<file path="config.mk">
export PLATFORM = sky130hd
export DESIGN_NAME = svc_ack_ctrl
export DESIGN_NICKNAME = d
export VERILOG_FILES = /design/src/rtl/svc_ack_pkg.sv /design/src/rtl/svc_pend_bank.sv /design/src/rtl/svc_bus_decode.sv /design/src/rtl/svc_ack_resp.sv /design/src/rtl/svc_ack_ctrl.sv
export SDC_FILE = /design/constraint.sdc
export NUM_CORES = 1
export LEC_CHECK = 0
export CAP_MARGIN = 5
export CORE_MARGIN = 1
export CORE_UTILIZATION = 40
export CTS_CLUSTER_SIZE = 28
export DETAILED_ROUTE_END_ITERATION = 7
export HOLD_SLACK_MARGIN = 0.1
export PLACE_DENSITY_LB_ADDON = 0.05
export SYNTH_ARGS = -nofsm -noshare
export SYNTH_HDL_FRONTEND = slang
export SYNTH_SLANG_ARGS = --single-unit
</file>
<file path="constraint.sdc">
create_clock -name clk -period 4.18 [get_ports clk]
set_input_delay 0.836 -clock clk [delete_from_list [all_inputs] [get_ports clk]]
set_output_delay 0.836 -clock clk [all_outputs]
set_load 0.02 [all_outputs]
</file>
<file path="src/rtl/svc_ack_pkg.sv">
// Shared constants and helpers for the service request acknowledge unit.
// Assumes class index 0 = modem, 1 = transmit, 2 = receive; code = index + 1.
package svc_ack_pkg;
    localparam int NCLS   = 3;
    localparam int CODE_W = 3;
    localparam int IDX_W  = $clog2(NCLS);

    typedef enum logic [IDX_W-1:0] {
        CLS_MDM = 2'd0,
        CLS_TX  = 2'd1,
        CLS_RX  = 2'd2
    } cls_e;

    // Turn a class index into its vector code (zero is reserved for "none").
    function automatic logic [CODE_W-1:0] cls_code(input logic [IDX_W-1:0] idx);
        return CODE_W'(idx) + CODE_W'(1);
    endfunction
endpackage

</file>
<file path="src/rtl/svc_pend_bank.sv">
// Pending flags, one for each request class.
// Assumes set and clr are single-cycle; set wins when both arrive together.
module svc_pend_bank #(
    parameter int N = 3
) (
    input  logic         clk,
    input  logic         rst_n,
    input  logic [N-1:0] set,
    input  logic [N-1:0] clr,
    output logic [N-1:0] pend
);
    for (genvar i = 0; i < N; i++) begin : g_flag
        // Hold, clear or set one class flag.
        always_ff @(posedge clk) begin
            if (!rst_n)      pend[i] <= 1'b0;
            else if (set[i]) pend[i] <= 1'b1;
            else if (clr[i]) pend[i] <= 1'b0;
        end

        assert_set_pends_R1: assert property (@(posedge clk) disable iff (!rst_n)
            set[i] |=> pend[i]);
        assert_clear_drops_R6: assert property (@(posedge clk) disable iff (!rst_n)
            (clr[i] && !set[i]) |=> !pend[i]);
    end
endmodule

</file>
<file path="src/rtl/svc_bus_decode.sv">
// Host bus decode and configuration registers.
// Finds the first edge of each strobe and classifies it as a hardware acknowledge,
// a register acknowledge, a configuration read or a configuration write.
// Assumes a synchronous bus sampled on the rising edge.
module svc_bus_decode
    import svc_ack_pkg::*;
#(
    parameter int ADDR_W = 3,
    parameter int DATA_W = 8
) (
    input  logic                 clk,
    input  logic                 rst_n,
    input  logic                 cs_n,
    input  logic                 ds_n,
    input  logic                 ack_in_n,
    input  logic                 wr_en,
    input  logic [ADDR_W-1:0]    addr,
    input  logic [DATA_W-1:0]    wdata,
    output logic                 strobe_start,
    output logic                 hw_ack,
    output logic                 reg_ack,
    output logic [IDX_W-1:0]     reg_cls,
    output logic                 rd_cfg,
    output logic                 rd_gvec,
    output logic                 chain_en,
    output logic [DATA_W-CODE_W-1:0] gvec
);
    localparam int GV_W = DATA_W - CODE_W;
    localparam logic [ADDR_W-1:0] A_GVEC    = ADDR_W'(0);
    localparam logic [ADDR_W-1:0] A_CFG     = ADDR_W'(1);
    localparam logic [ADDR_W-1:0] A_ACK_RX  = ADDR_W'(2);
    localparam logic [ADDR_W-1:0] A_ACK_MDM = ADDR_W'(4);

    logic              ds_prev;
    logic              sel_rd;
    logic              sel_wr;
    logic [ADDR_W-1:0] cls_diff;
    wire               unused_wbits = ^wdata[CODE_W-1:1];

    // Remember the previous strobe level so that each strobe acts once.
    always_ff @(posedge clk) begin
        if (!rst_n) ds_prev <= 1'b1;
        else        ds_prev <= ds_n;
    end

    // Classify the access at the first edge of the strobe.
    always_comb begin
        strobe_start = !ds_n && ds_prev;
        sel_rd       = strobe_start && !cs_n && !wr_en;
        sel_wr       = strobe_start && !cs_n && wr_en;
        hw_ack       = strobe_start && cs_n && !ack_in_n;
        reg_ack      = sel_rd && (addr >= A_ACK_RX) && (addr <= A_ACK_MDM);
        cls_diff     = A_ACK_MDM - addr;
        reg_cls      = cls_diff[IDX_W-1:0];
        rd_cfg       = sel_rd && (addr == A_CFG);
        rd_gvec      = sel_rd && (addr == A_GVEC);
    end

    // Configuration writes: the upper vector bits and the chain enable.
    always_ff @(posedge clk) begin
        if (!rst_n) begin
            gvec     <= '0;
            chain_en <= 1'b0;
        end else if (sel_wr && addr == A_GVEC) begin
            gvec     <= wdata[DATA_W-1:CODE_W];
        end else if (sel_wr && addr == A_CFG) begin
            chain_en <= wdata[0];
        end
    end

    assert_one_ack_kind_R2: assert property (@(posedge clk) disable iff (!rst_n)
        !ack_in_n && !cs_n |-> !hw_ack);

    logic [GV_W-1:0] gvec_chk_unused;
    assign gvec_chk_unused = gvec;
endmodule

</file>
<file path="src/rtl/svc_ack_resp.sv">
// Acknowledge response: picks the class to serve, clears its flag,
// forms the vector, or passes the acknowledge down the chain.
// Assumes the decode pulses last one cycle per strobe.
module svc_ack_resp
    import svc_ack_pkg::*;
#(
    parameter int N      = 3,
    parameter int DATA_W = 8
) (
    input  logic                     clk,
    input  logic                     rst_n,
    input  logic                     ds_n,
    input  logic                     ack_in_n,
    input  logic                     strobe_start,
    input  logic                     hw_ack,
    input  logic                     reg_ack,
    input  logic [IDX_W-1:0]         reg_cls,
    input  logic                     rd_cfg,
    input  logic                     rd_gvec,
    input  logic                     chain_en,
    input  logic [DATA_W-CODE_W-1:0] gvec,
    input  logic [N-1:0]             pend,
    output logic [N-1:0]             clr,
    output logic [DATA_W-1:0]        rdata,
    output logic                     rdata_valid,
    output logic                     ack_out_n
);
    logic [IDX_W-1:0] sel;
    logic             hit;
    logic             pass_q;
    logic             pass_hw_q;

    // Choose the class: highest pending index for hardware, the addressed class for a read.
    always_comb begin
        sel = reg_cls;
        hit = 1'b0;
        if (hw_ack) begin
            for (int i = 0; i < N; i++) begin
                if (pend[i]) begin
                    sel = IDX_W'(i);
                    hit = 1'b1;
                end
            end
        end else if (reg_ack) begin
            hit = pend[reg_cls];
        end
        clr = hit ? (N'(1) << sel) : '0;
    end

    // Capture the response at the start of the strobe and hold it until release.
    always_ff @(posedge clk) begin
        if (!rst_n || ds_n) begin
            rdata       <= '0;
            rdata_valid <= 1'b0;
            pass_q      <= 1'b0;
            pass_hw_q   <= 1'b0;
        end else if (strobe_start) begin
            if (hw_ack || reg_ack) begin
                if (hit) begin
                    rdata       <= {gvec, cls_code(sel)};
                    rdata_valid <= 1'b1;
                end else if (chain_en) begin
                    pass_q      <= 1'b1;
                    pass_hw_q   <= hw_ack;
                end else begin
                    rdata       <= {gvec, CODE_W'(0)};
                    rdata_valid <= 1'b1;
                end
            end else if (rd_gvec) begin
                rdata       <= {gvec, CODE_W'(0)};
                rdata_valid <= 1'b1;
            end else if (rd_cfg) begin
                rdata       <= DATA_W'(chain_en);
                rdata_valid <= 1'b1;
            end
        end
    end

    // Chain output falls away the moment the strobe (or, for hardware, ack_in) leaves.
    assign ack_out_n = !(pass_q && !ds_n && (!pass_hw_q || !ack_in_n));

    assert_single_clear_R3: assert property (@(posedge clk) disable iff (!rst_n)
        $onehot0(clr));
    assert_no_stale_pass_R9: assert property (@(posedge clk) disable iff (!rst_n)
        ds_n |-> ack_out_n);
    assert_pass_no_data_R7: assert property (@(posedge clk) disable iff (!rst_n)
        !ack_out_n |-> !rdata_valid);
    assert_served_when_pending_R3: assert property (@(posedge clk) disable iff (!rst_n)
        (hw_ack && pend != '0) |-> clr != '0);
endmodule

</file>
<file path="src/rtl/svc_ack_ctrl.sv">
// Top of the service request acknowledge unit.
// Wires the bus decode, the pending flags and the response logic together.
// Assumes request pulses last one cycle and all inputs are synchronous to clk.
module svc_ack_ctrl
    import svc_ack_pkg::*;
#(
    parameter int ADDR_W = 3,
    parameter int DATA_W = 8
) (
    input  logic              clk,
    input  logic              rst_n,
    input  logic              cs_n,
    input  logic              ds_n,
    input  logic              wr_en,
    input  logic [ADDR_W-1:0] addr,
    input  logic [DATA_W-1:0] wdata,
    input  logic              ack_in_n,
    input  logic              rx_pulse,
    input  logic              tx_pulse,
    input  logic              mdm_pulse,
    output logic              rx_req,
    output logic              tx_req,
    output logic              mdm_req,
    output logic [DATA_W-1:0] rdata,
    output logic              rdata_valid,
    output logic              ack_out_n
);
    localparam int GV_W = DATA_W - CODE_W;

    logic             strobe_start, hw_ack, reg_ack, rd_cfg, rd_gvec, chain_en;
    logic [IDX_W-1:0] reg_cls;
    logic [GV_W-1:0]  gvec;
    logic [NCLS-1:0]  set, clr, pend;

    assign set     = {rx_pulse, tx_pulse, mdm_pulse};
    assign rx_req  = pend[CLS_RX];
    assign tx_req  = pend[CLS_TX];
    assign mdm_req = pend[CLS_MDM];

    svc_bus_decode #(.ADDR_W(ADDR_W), .DATA_W(DATA_W)) u_dec (
        .clk(clk), .rst_n(rst_n), .cs_n(cs_n), .ds_n(ds_n), .ack_in_n(ack_in_n),
        .wr_en(wr_en), .addr(addr), .wdata(wdata), .strobe_start(strobe_start),
        .hw_ack(hw_ack), .reg_ack(reg_ack), .reg_cls(reg_cls), .rd_cfg(rd_cfg),
        .rd_gvec(rd_gvec), .chain_en(chain_en), .gvec(gvec)
    );

    svc_pend_bank #(.N(NCLS)) u_pend (
        .clk(clk), .rst_n(rst_n), .set(set), .clr(clr), .pend(pend)
    );

    svc_ack_resp #(.N(NCLS), .DATA_W(DATA_W)) u_resp (
        .clk(clk), .rst_n(rst_n), .ds_n(ds_n), .ack_in_n(ack_in_n),
        .strobe_start(strobe_start), .hw_ack(hw_ack), .reg_ack(reg_ack),
        .reg_cls(reg_cls), .rd_cfg(rd_cfg), .rd_gvec(rd_gvec), .chain_en(chain_en),
        .gvec(gvec), .pend(pend), .clr(clr), .rdata(rdata),
        .rdata_valid(rdata_valid), .ack_out_n(ack_out_n)
    );
endmodule

</file>
==> results of run 1 <==
[power by group]
| group | internal, mW | total, mW | switching, mW |
|---|---|---|---|
| Clock | 0.0372 | 0.0951 | 0.0579 |
| Sequential | 0.204 | 0.209 | 0.00444 |
| Combinational | 0.0382 | 0.0773 | 0.0391 |
[path summary, 6_finish.rpt]
kind                         startpoint                           end  slack (ns)  depth (start not counted)
max                                ds_n                     ack_out_n        1.17                          3
max reg2reg    u_dec.ds_prev$_SDFF_PN1_  u_resp.rdata[1]$_SDFFE_PP0P_        2.38                          8
min reg2reg  u_dec.gvec[4]$_SDFFE_PN0P_    u_dec.gvec[4]$_SDFFE_PN0P_        0.48                          2
min          u_dec.gvec[4]$_SDFFE_PN0P_    u_dec.gvec[4]$_SDFFE_PN0P_        0.48                          2
[per-layer routing]
layer | vias to the layer above | wire (um)
met1 | 491 | 1270
li1 | 528 | -
met2 | 21 | 1210
met5 | - | 0
met4 | 0 | 10
met3 | 2 | 138
[cells in the final DEF, fill, tap and decap left out, types with 2 or more instances in the layout]
master,netlist,layout
sky130_fd_sc_hd__clkdlybuf4s50_1,0,30
sky130_fd_sc_hd__dfxtp_1,21,21
sky130_fd_sc_hd__nand2_1,11,11
sky130_fd_sc_hd__nand3_1,10,10
sky130_fd_sc_hd__inv_1,9,9
sky130_fd_sc_hd__a21oi_1,8,8
sky130_fd_sc_hd__o21ai_0,6,6
sky130_fd_sc_hd__ha_1,6,6
sky130_fd_sc_hd__nor2_1,5,5
sky130_fd_sc_hd__o211ai_1,5,5
sky130_fd_sc_hd__a21boi_1,4,4
sky130_fd_sc_hd__nand3b_1,3,3
sky130_fd_sc_hd__nor2b_1,3,3
sky130_fd_sc_hd__a31oi_1,3,3
sky130_fd_sc_hd__clkbuf_4,0,3
sky130_fd_sc_hd__a2bb2oi_1,2,2
sky130_fd_sc_hd__o21ai_2,2,2
sky130_fd_sc_hd__mux2i_1,2,2
sky130_fd_sc_hd__a32oi_1,2,2
sky130_fd_sc_hd__o31ai_1,2,2
[critical path: stages]
cell and delay (ns):
sky130_fd_sc_hd__clkdlybuf4s50_1 0.60, sky130_fd_sc_hd__nand3b_1 0.14, sky130_fd_sc_hd__clkdlybuf4s50_1 0.60
[through the flow]
| step | hold slack (ns) | worst slack (ns) | instance area [um^2] |
|---|---|---|---|
| finish | 0.478 | 1.17 | 1470 |
| floorplan | 0.436 | 1.99 | 1120 |
| detailed placement | 0.457 | 1.17 | 1450 |
| global route | 0.489 | 1.10 | 1470 |
| global placement | 0.452 | 1.18 | 1450 |
| CTS | 0.479 | 1.17 | 1470 |
[registers in the layout (all words and copies together) (netlist names)]
signal / flops
u_dec.chain_en: 1
u_dec.ds_prev: 1
u_dec.gvec: 5
u_pend.pend: 3
u_resp.pass_hw_q: 1
u_resp.pass_q: 1
u_resp.rdata: 8
u_resp.rdata_valid: 1
[cells by family after synthesis]
| logic type | share of synthesized area [%] |
|---|---|
| adders and majority gates | 6.71 |
| and+or+nand+nor | 19.2 |
| buffers and inverters | 4.14 |
| AOI/OAI and AO/OA | 29.5 |
| DFF | 37.6 |
| muxes | 2.80 |
[area by class of cell]
| type | instances | share of cell area, % |
|---|---|---|
| Inverter | 10 | 2.55 |
| Multi-Input combinational cell | 92 | 44.2 |
| Sequential cell | 21 | 28.5 |
| Clock buffer | 4 | 1.78 |
| Timing Repair Buffer | 30 | 20.4 |
| Tap cell | 30 | 2.55 |
==> impl_metrics.sql, run 1 <==
INSERT INTO impl_metrics (metric_group, metric, value, unit) VALUES
('outcome', 'run_status', 'finished clean', ''),
('floorplanning', 'design.die.area', '3010', 'um^2'),
('setup_path', 'worstPathRequired', '3.34', 'ns'),
('floorplanning', 'core-area', '2570', 'um^2'),
('clock_network', 'worst_skew_pair.late_latency', '0.30', 'ns'),
('timing', 'layout_min_cycle_time', '3.01', 'ns'),
('timing', 'period_share', '72.1', '%'),
('cells_and_area', 'num-nets-final', '184', ''),
('clock_network', 'clock_sink_count', '21', ''),
('cells_and_area', 'filler_cell_count', '229', ''),
('cells_and_area', 'post-route-util', '57.4', '%'),
('setup_path', 'timing.critical_path.arrival', '2.18', 'ns'),
('global_route', 'wire_length_of_the_first_global_routing_pass', '4170', 'um'),
('routing', 'wire_per_inst', '14.1', 'um'),
('floorplanning', 'floorplan.die.width', '54.9', 'um'),
('logic_synthesis', 'yosys_reg_bits', '21', ''),
('routing', 'ant_nets', '0', ''),
('cells_and_area', 'stdcell_count', '187', ''),
('clock_network', 'cts.repair_timing.setup_buffer_count', '0', ''),
('timing', 'fmax', '332', 'MHz'),
('logic_synthesis', 'leading_cell_types_by_total_area_after_synthesis', 'sky130_fd_sc_hd__dfxtp_1 (38%), sky130_fd_sc_hd__ha_1 (6.7%), sky130_fd_sc_hd__nand3_1 (4.5%), sky130_fd_sc_hd__nand2_1 (3.7%), sky130_fd_sc_hd__a21oi_1 (3.6%)', ''),
('pwr', 'worst_ir_drop_vdd', '0.000233', 'V'),
('cells_and_area', 'syn2layout_area_growth', '31.8', '%'),
('global_route', 'grt_max_degree', '12', ''),
('global_route', 'gr_util_met1', '24.9', '%'),
('routing', 'drt-vias-per-instance', '5.57', ''),
('timing', 'setup-tns-final', '0', 'ns'),
('logic_synthesis', 'synth.largest_area_cell', 'sky130_fd_sc_hd__dfxtp_1', ''),
('global_route', 'gr-total-overflow', '0', ''),
('setup_path', 'crit_path_end_kind', 'output port', ''),
('pwr', 'p_per_area', '258', 'nW/um^2'),
('placement', 'placed_cells', '183', ''),
('hold_path', 'min_path_type', 'reg2reg', ''),
('pwr', 'leakage', '0.562', 'nW'),
('routing', 'detailedRoute.firstPassIterationCount', '4', ''),
('placement', 'port-buffer-count', '30', ''),
('cells_and_area', 'diodes', '0', ''),
('clock_network', 'numCtsBuffers', '3', ''),
('routing', 'wl', '2630', 'um'),
('timing', 'final_max_slew_viol_count', '0', ''),
('routing', 'dr.first_iter.drc_count', '9', ''),
('routing', 'detailroute.via_count', '1042', ''),
('logic_synthesis', 'synthDominantCellAreaShare', '37.6', '%'),
('clock_network', 'ctsHtreeMaxLevel', '1', ''),
('timing', 'rsz_0062_raised_after_global_routing', 'false', ''),
('logic_synthesis', 'synth_seq_area_share', '37.6', '%'),
('global_route', 'met2_usage', '33.3', '%'),
('logic_synthesis', 'synthDistinctLibCells', '39', ''),
('logic_synthesis', 'avgSynthCellArea', '8.95', 'um^2'),
('cells_and_area', 'multi_input_comb_area', '652', 'um^2'),
('global_route', 'routing_usage_on_met3', '5.00', '%'),
('pwr', 'design_power_total', '0.381', 'mW'),
('clock_network', 'clock_tree.root_cell', 'sky130_fd_sc_hd__clkbuf_4', ''),
('logic_synthesis', 'flip_flop_cell_with_the_highest_count_after_synthesis', 'sky130_fd_sc_hd__dfxtp_1', ''),
('setup_path', 'start_kind', 'primary input', ''),
('cells_and_area', 'final_layout_size_suffix_gt1_share', '8.92', '%'),
('timing', 'timing.clock.skew', '0.00117', 'ns'),
('logic_synthesis', 'synth-edff-count', '0', ''),
('logic_synthesis', 'post_synth_most_frequent_cells', 'sky130_fd_sc_hd__dfxtp_1 (21), sky130_fd_sc_hd__nand2_1 (11), sky130_fd_sc_hd__nand3_1 (10)', ''),
('floorplanning', 'floorplan.initialDensity', '43.6', '%'),
('clock_network', 'cts_tree', 'yes', ''),
('clock_network', 'max-clock-path-buffers', '2', ''),
('floorplanning', 'die-height', '54.9', 'um'),
('logic_synthesis', 'mappedNetlistNets', '151', ''),
('logic_synthesis', 'post_synth_instance_area', '1120', 'um^2'),
('placement', 'post_detail_place_hpwl', '1990', 'um'),
('global_route', 'first_global_vias', '956', ''),
('setup_path', 'crit_type', 'in2out', ''),
('timing', 'worst_slew_margin_rel', '76.5', '%'),
('global_route', 'grt_antenna_before_repair', '0', ''),
('global_route', 'globalRoute.busiestLayer', 'met2', '');
Power figures use the tool's default switching activity.
==> inputs of run 2 (changes only) <==
==> constraint.sdc (replaced) <==
create_clock -name clk -period 3.1 [get_ports clk]
set_input_delay 0.62 -clock clk [delete_from_list [all_inputs] [get_ports clk]]
set_output_delay 0.62 -clock clk [all_outputs]
set_load 0.02 [all_outputs]
==> impl_metrics.sql, run 2 (same netlist as run 1, synthesis figures left out) <==
INSERT INTO impl_metrics (metric_group, metric, value, unit) VALUES
('timing', 'period_share', '83.7', '%'),
('timing', 'setup-tns-final', '0', 'ns'),
('setup_path', 'worstReg2RegStart', 'u_dec.ds_prev$_SDFF_PN1_', ''),
('setup_path', 'worstPathRequired', '2.48', 'ns'),
('setup_path', 'start_kind', 'primary input', ''),
('timing', 'timing.clock.skew', '0.00551', 'ns'),
('routing', 'ant_nets', '0', ''),
('clock_network', 'clock_tree.root_cell', 'sky130_fd_sc_hd__clkbuf_4', ''),
('cells_and_area', 'filler_cell_count', '246', ''),
('cells_and_area', 'final_layout_size_suffix_gt1_share', '10.1', '%'),
('global_route', 'first_global_vias', '897', ''),
('outcome', 'run_status', 'finished clean', ''),
('cells_and_area', 'largest_register', 'u_resp.rdata', ''),
('setup_path', 'timing.rr.end', 'u_resp.rdata[1]$_SDFFE_PP0P_', ''),
('run', 'drv.max_cap_violation_count', '0', ''),
('timing', 'final-setup-viol-count', '0', ''),
('placement', 'final_weighted_congestion_of_routability_driven_global_placement', '0.776', ''),
('pwr', 'share_seq_of_total_power', '53.9', '%'),
('setup_path', 'crit_path_top_delay_cell', 'sky130_fd_sc_hd__clkdlybuf4s50_1', ''),
('floorplanning', 'rows', '18', ''),
('setup_path', 'critical_path.n_buffers_inverters', '2', ''),
('hold_path', 'min_path_type', 'reg2reg', ''),
('floorplanning', 'design.die.area', '3010', 'um^2'),
('clock_network', 'worst_skew_pair.late_latency', '0.31', 'ns'),
('global_route', 'wire_length_of_the_first_global_routing_pass', '3970', 'um'),
('timing', 'rsz_0062_raised_after_global_routing', 'false', ''),
('pwr', 'p_per_area', '352', 'nW/um^2'),
('global_route', 'global_route.usage.total', '18.7', '%'),
('floorplanning', 'ios', '33', ''),
('setup_path', 'crit_path_end_kind', 'output port', ''),
('routing', 'drt-vias-per-instance', '5.58', ''),
('routing', 'wl', '2640', 'um'),
('global_route', 'grt_antenna_before_repair', '0', ''),
('cells_and_area', 'num-nets-final', '185', ''),
('setup_path', 'timing.critical_path.arrival', '1.98', 'ns'),
('clock_network', 'clock_sink_count', '21', ''),
('routing', 'dr.first_iter.drc_count', '22', ''),
('timing', 'tightestPinTransition', '0.360', 'ns'),
('timing', 'finalWorstSetupSlack', '0.504', 'ns'),
('floorplanning', 'floorplan.initialDensity', '43.6', '%'),
('clock_network', 'cts_resized', '0', ''),
('cells_and_area', 'stdcell_count', '188', ''),
('clock_network', 'cts.clk_slew.worst_paths', '0.13', 'ns'),
('cells_and_area', 'reg_top3', 'u_resp.rdata (8), u_dec.gvec (5), u_pend.pend (3)', ''),
('global_route', 'grt_max_degree', '13', ''),
('hold_path', 'worst_hold_path.num_cells', '2', ''),
('global_route', 'gr-total-overflow', '0', ''),
('pwr', 'leakage', '0.570', 'nW'),
('setup_path', 'cpPeakStageDelay', '0.61', 'ns'),
('timing', 'final_max_slew_viol_count', '0', ''),
('routing', 'detailedRoute.firstPassIterationCount', '4', ''),
('floorplanning', 'core-area', '2570', 'um^2'),
('pwr', 'design_power_total', '0.522', 'mW'),
('pwr', 'share_comb_of_total_power', '20.1', '%'),
('placement', 'port-buffer-count', '30', ''),
('timing', 'worst_hold_slack', '0.475', 'ns'),
('setup_path', 'worstPathMaxFanout', '6', ''),
('clock_network', 'max-clock-path-buffers', '2', ''),
('pwr', 'worst_ir_drop_vdd', '0.000318', 'V'),
('setup_path', 'timing.reg2reg.setup_slack', '1.31', 'ns'),
('pwr', 'netSwitchingPower', '0.147', 'mW'),
('clock_network', 'cts_tree', 'yes', ''),
('pwr', 'power_report.internal_total', '0.376', 'mW'),
('floorplanning', 'floorplan.die.width', '54.9', 'um'),
('setup_path', 'worstPathCellList', 'clkdlybuf4s50_1, nand3b_1, clkdlybuf4s50_1', ''),
('floorplanning', 'die-height', '54.9', 'um'),
('timing', 'layout_min_cycle_time', '2.60', 'ns'),
('clock_network', 'ctsHtreeMaxLevel', '1', ''),
('timing', 'worst_slew_margin_rel', '75.8', '%'),
('timing', 'fmax', '385', 'MHz'),
('placement', 'place_ws', '0.360', 'ns'),
('setup_path', 'ff2ff_path_depth', '8', ''),
('cells_and_area', 'syn2layout_area_growth', '32.6', '%'),
('setup_path', 'largest_delay_share_family_worst_path', 'buffers and inverters', ''),
('setup_path', 'crit_type', 'in2out', ''),
('routing', 'detailroute.via_count', '1049', ''),
('cells_and_area', 'mostFrequentLayoutCell', 'sky130_fd_sc_hd__clkdlybuf4s50_1', ''),
('placement', 'placed_cells', '184', ''),
('pwr', 'switching_fraction', '28.1', '%'),
('setup_path', 'path_common_cell', 'sky130_fd_sc_hd__clkdlybuf4s50_1', ''),
('cells_and_area', 'most_used_cells_in_the_layout_excluding_fill_and_tap_cells', 'sky130_fd_sc_hd__clkdlybuf4s50_1 (30), sky130_fd_sc_hd__dfxtp_1 (21), sky130_fd_sc_hd__nand2_1 (11)', ''),
('routing', 'wire_per_inst', '14.1', 'um'),
('clock_network', 'hold_buffers', '0', ''),
('timing', 'hold_violations', '0', ''),
('pwr', 'clock_power_share', '26.1', '%'),
('cells_and_area', 'diodes', '0', ''),
('cells_and_area', 'flip_flop_count_of_the_largest_register_after_layout', '8', ''),
('clock_network', 'numCtsBuffers', '3', ''),
('clock_network', 'cts.repair_timing.setup_buffer_count', '0', ''),
('hold_path', 'min_from', 'u_dec.gvec[1]$_SDFFE_PN0P_', ''),
('routing', 'route.detailed.drc', '0', ''),
('hold_path', 'hold_end', 'u_dec.gvec[1]$_SDFFE_PN0P_', ''),
('placement', 'post_detail_place_hpwl', '2040', 'um');
## run 2: changes by cell type in the layout (fill, tap and decap cells not counted)
cell | before | now
sky130_fd_sc_hd__buf_4 | 0 | 1
sky130_fd_sc_hd__clkinv_2 | 0 | 1
sky130_fd_sc_hd__clkbuf_1 | 1 | 0
## run 2: worst min-delay path: stages (launching register included)
cell and delay [ns]:
sky130_fd_sc_hd__dfxtp_1 0.34, sky130_fd_sc_hd__nand2_1 0.05, sky130_fd_sc_hd__a21boi_1 0.05
## run 2: final cells by class
cell class | instances | area (um^2) | area share, %
clock buffers | 3 | 22.5 | 1.52
clock inverters | 1 | 5.00 | 0.338
inverters | 10 | 37.5 | 2.53
multi-input cells | 92 | 652 | 44.0
flip-flops and latches | 21 | 420 | 28.4
well taps | 30 | 37.5 | 2.53
repair buffers | 31 | 308 | 20.8
## run 2: power by group through the flow
| stage | Clock [mW] | Sequential, mW | Combinational [mW] |
|---|---|---|---|
| detailed placement | 0 | 0.287 | 0.105 |
| floorplan | 0 | 0.291 | 0.0517 |
| CTS | 0.139 | 0.281 | 0.106 |
| finish | 0.136 | 0.281 | 0.105 |
| global placement | 0 | 0.287 | 0.103 |
| global route | 0.150 | 0.282 | 0.115 |
## run 2: worst max path at each step
| stage | from | endpoint | cells past startpoint |
|---|---|---|---|
| after detailed placement | ds_n | u_resp.rdata[1]$_SDFFE_PP0P_ | 9 |
| after CTS | ds_n | ack_out_n | 3 |
| after global placement | ds_n | u_resp.rdata[1]$_SDFFE_PP0P_ | 9 |
| after floorplan | addr[0] | u_resp.rdata[1]$_SDFFE_PP0P_ | 8 |
| final | ds_n | ack_out_n | 3 |
| after global routing | ds_n | ack_out_n | 3 |
## run 2: metal layers
| metal | wire length [um] | GRT usage, % |
|---|---|---|
| met1 | 1340 | 24.5 |
| met2 | 1160 | 31.1 |
| met3 | 114 | 3.33 |
| met4 | 23 | 5.13 |
| met5 | 0 | 0 |
## run 2: per-stage QoR
step	utilization, %	instance area [um^2]
after floorplan	-	1120
after global placement	56.7	1460
after detailed placement	56.7	1460
after CTS	57.7	1480
after global routing	57.7	1480
final	57.7	1480
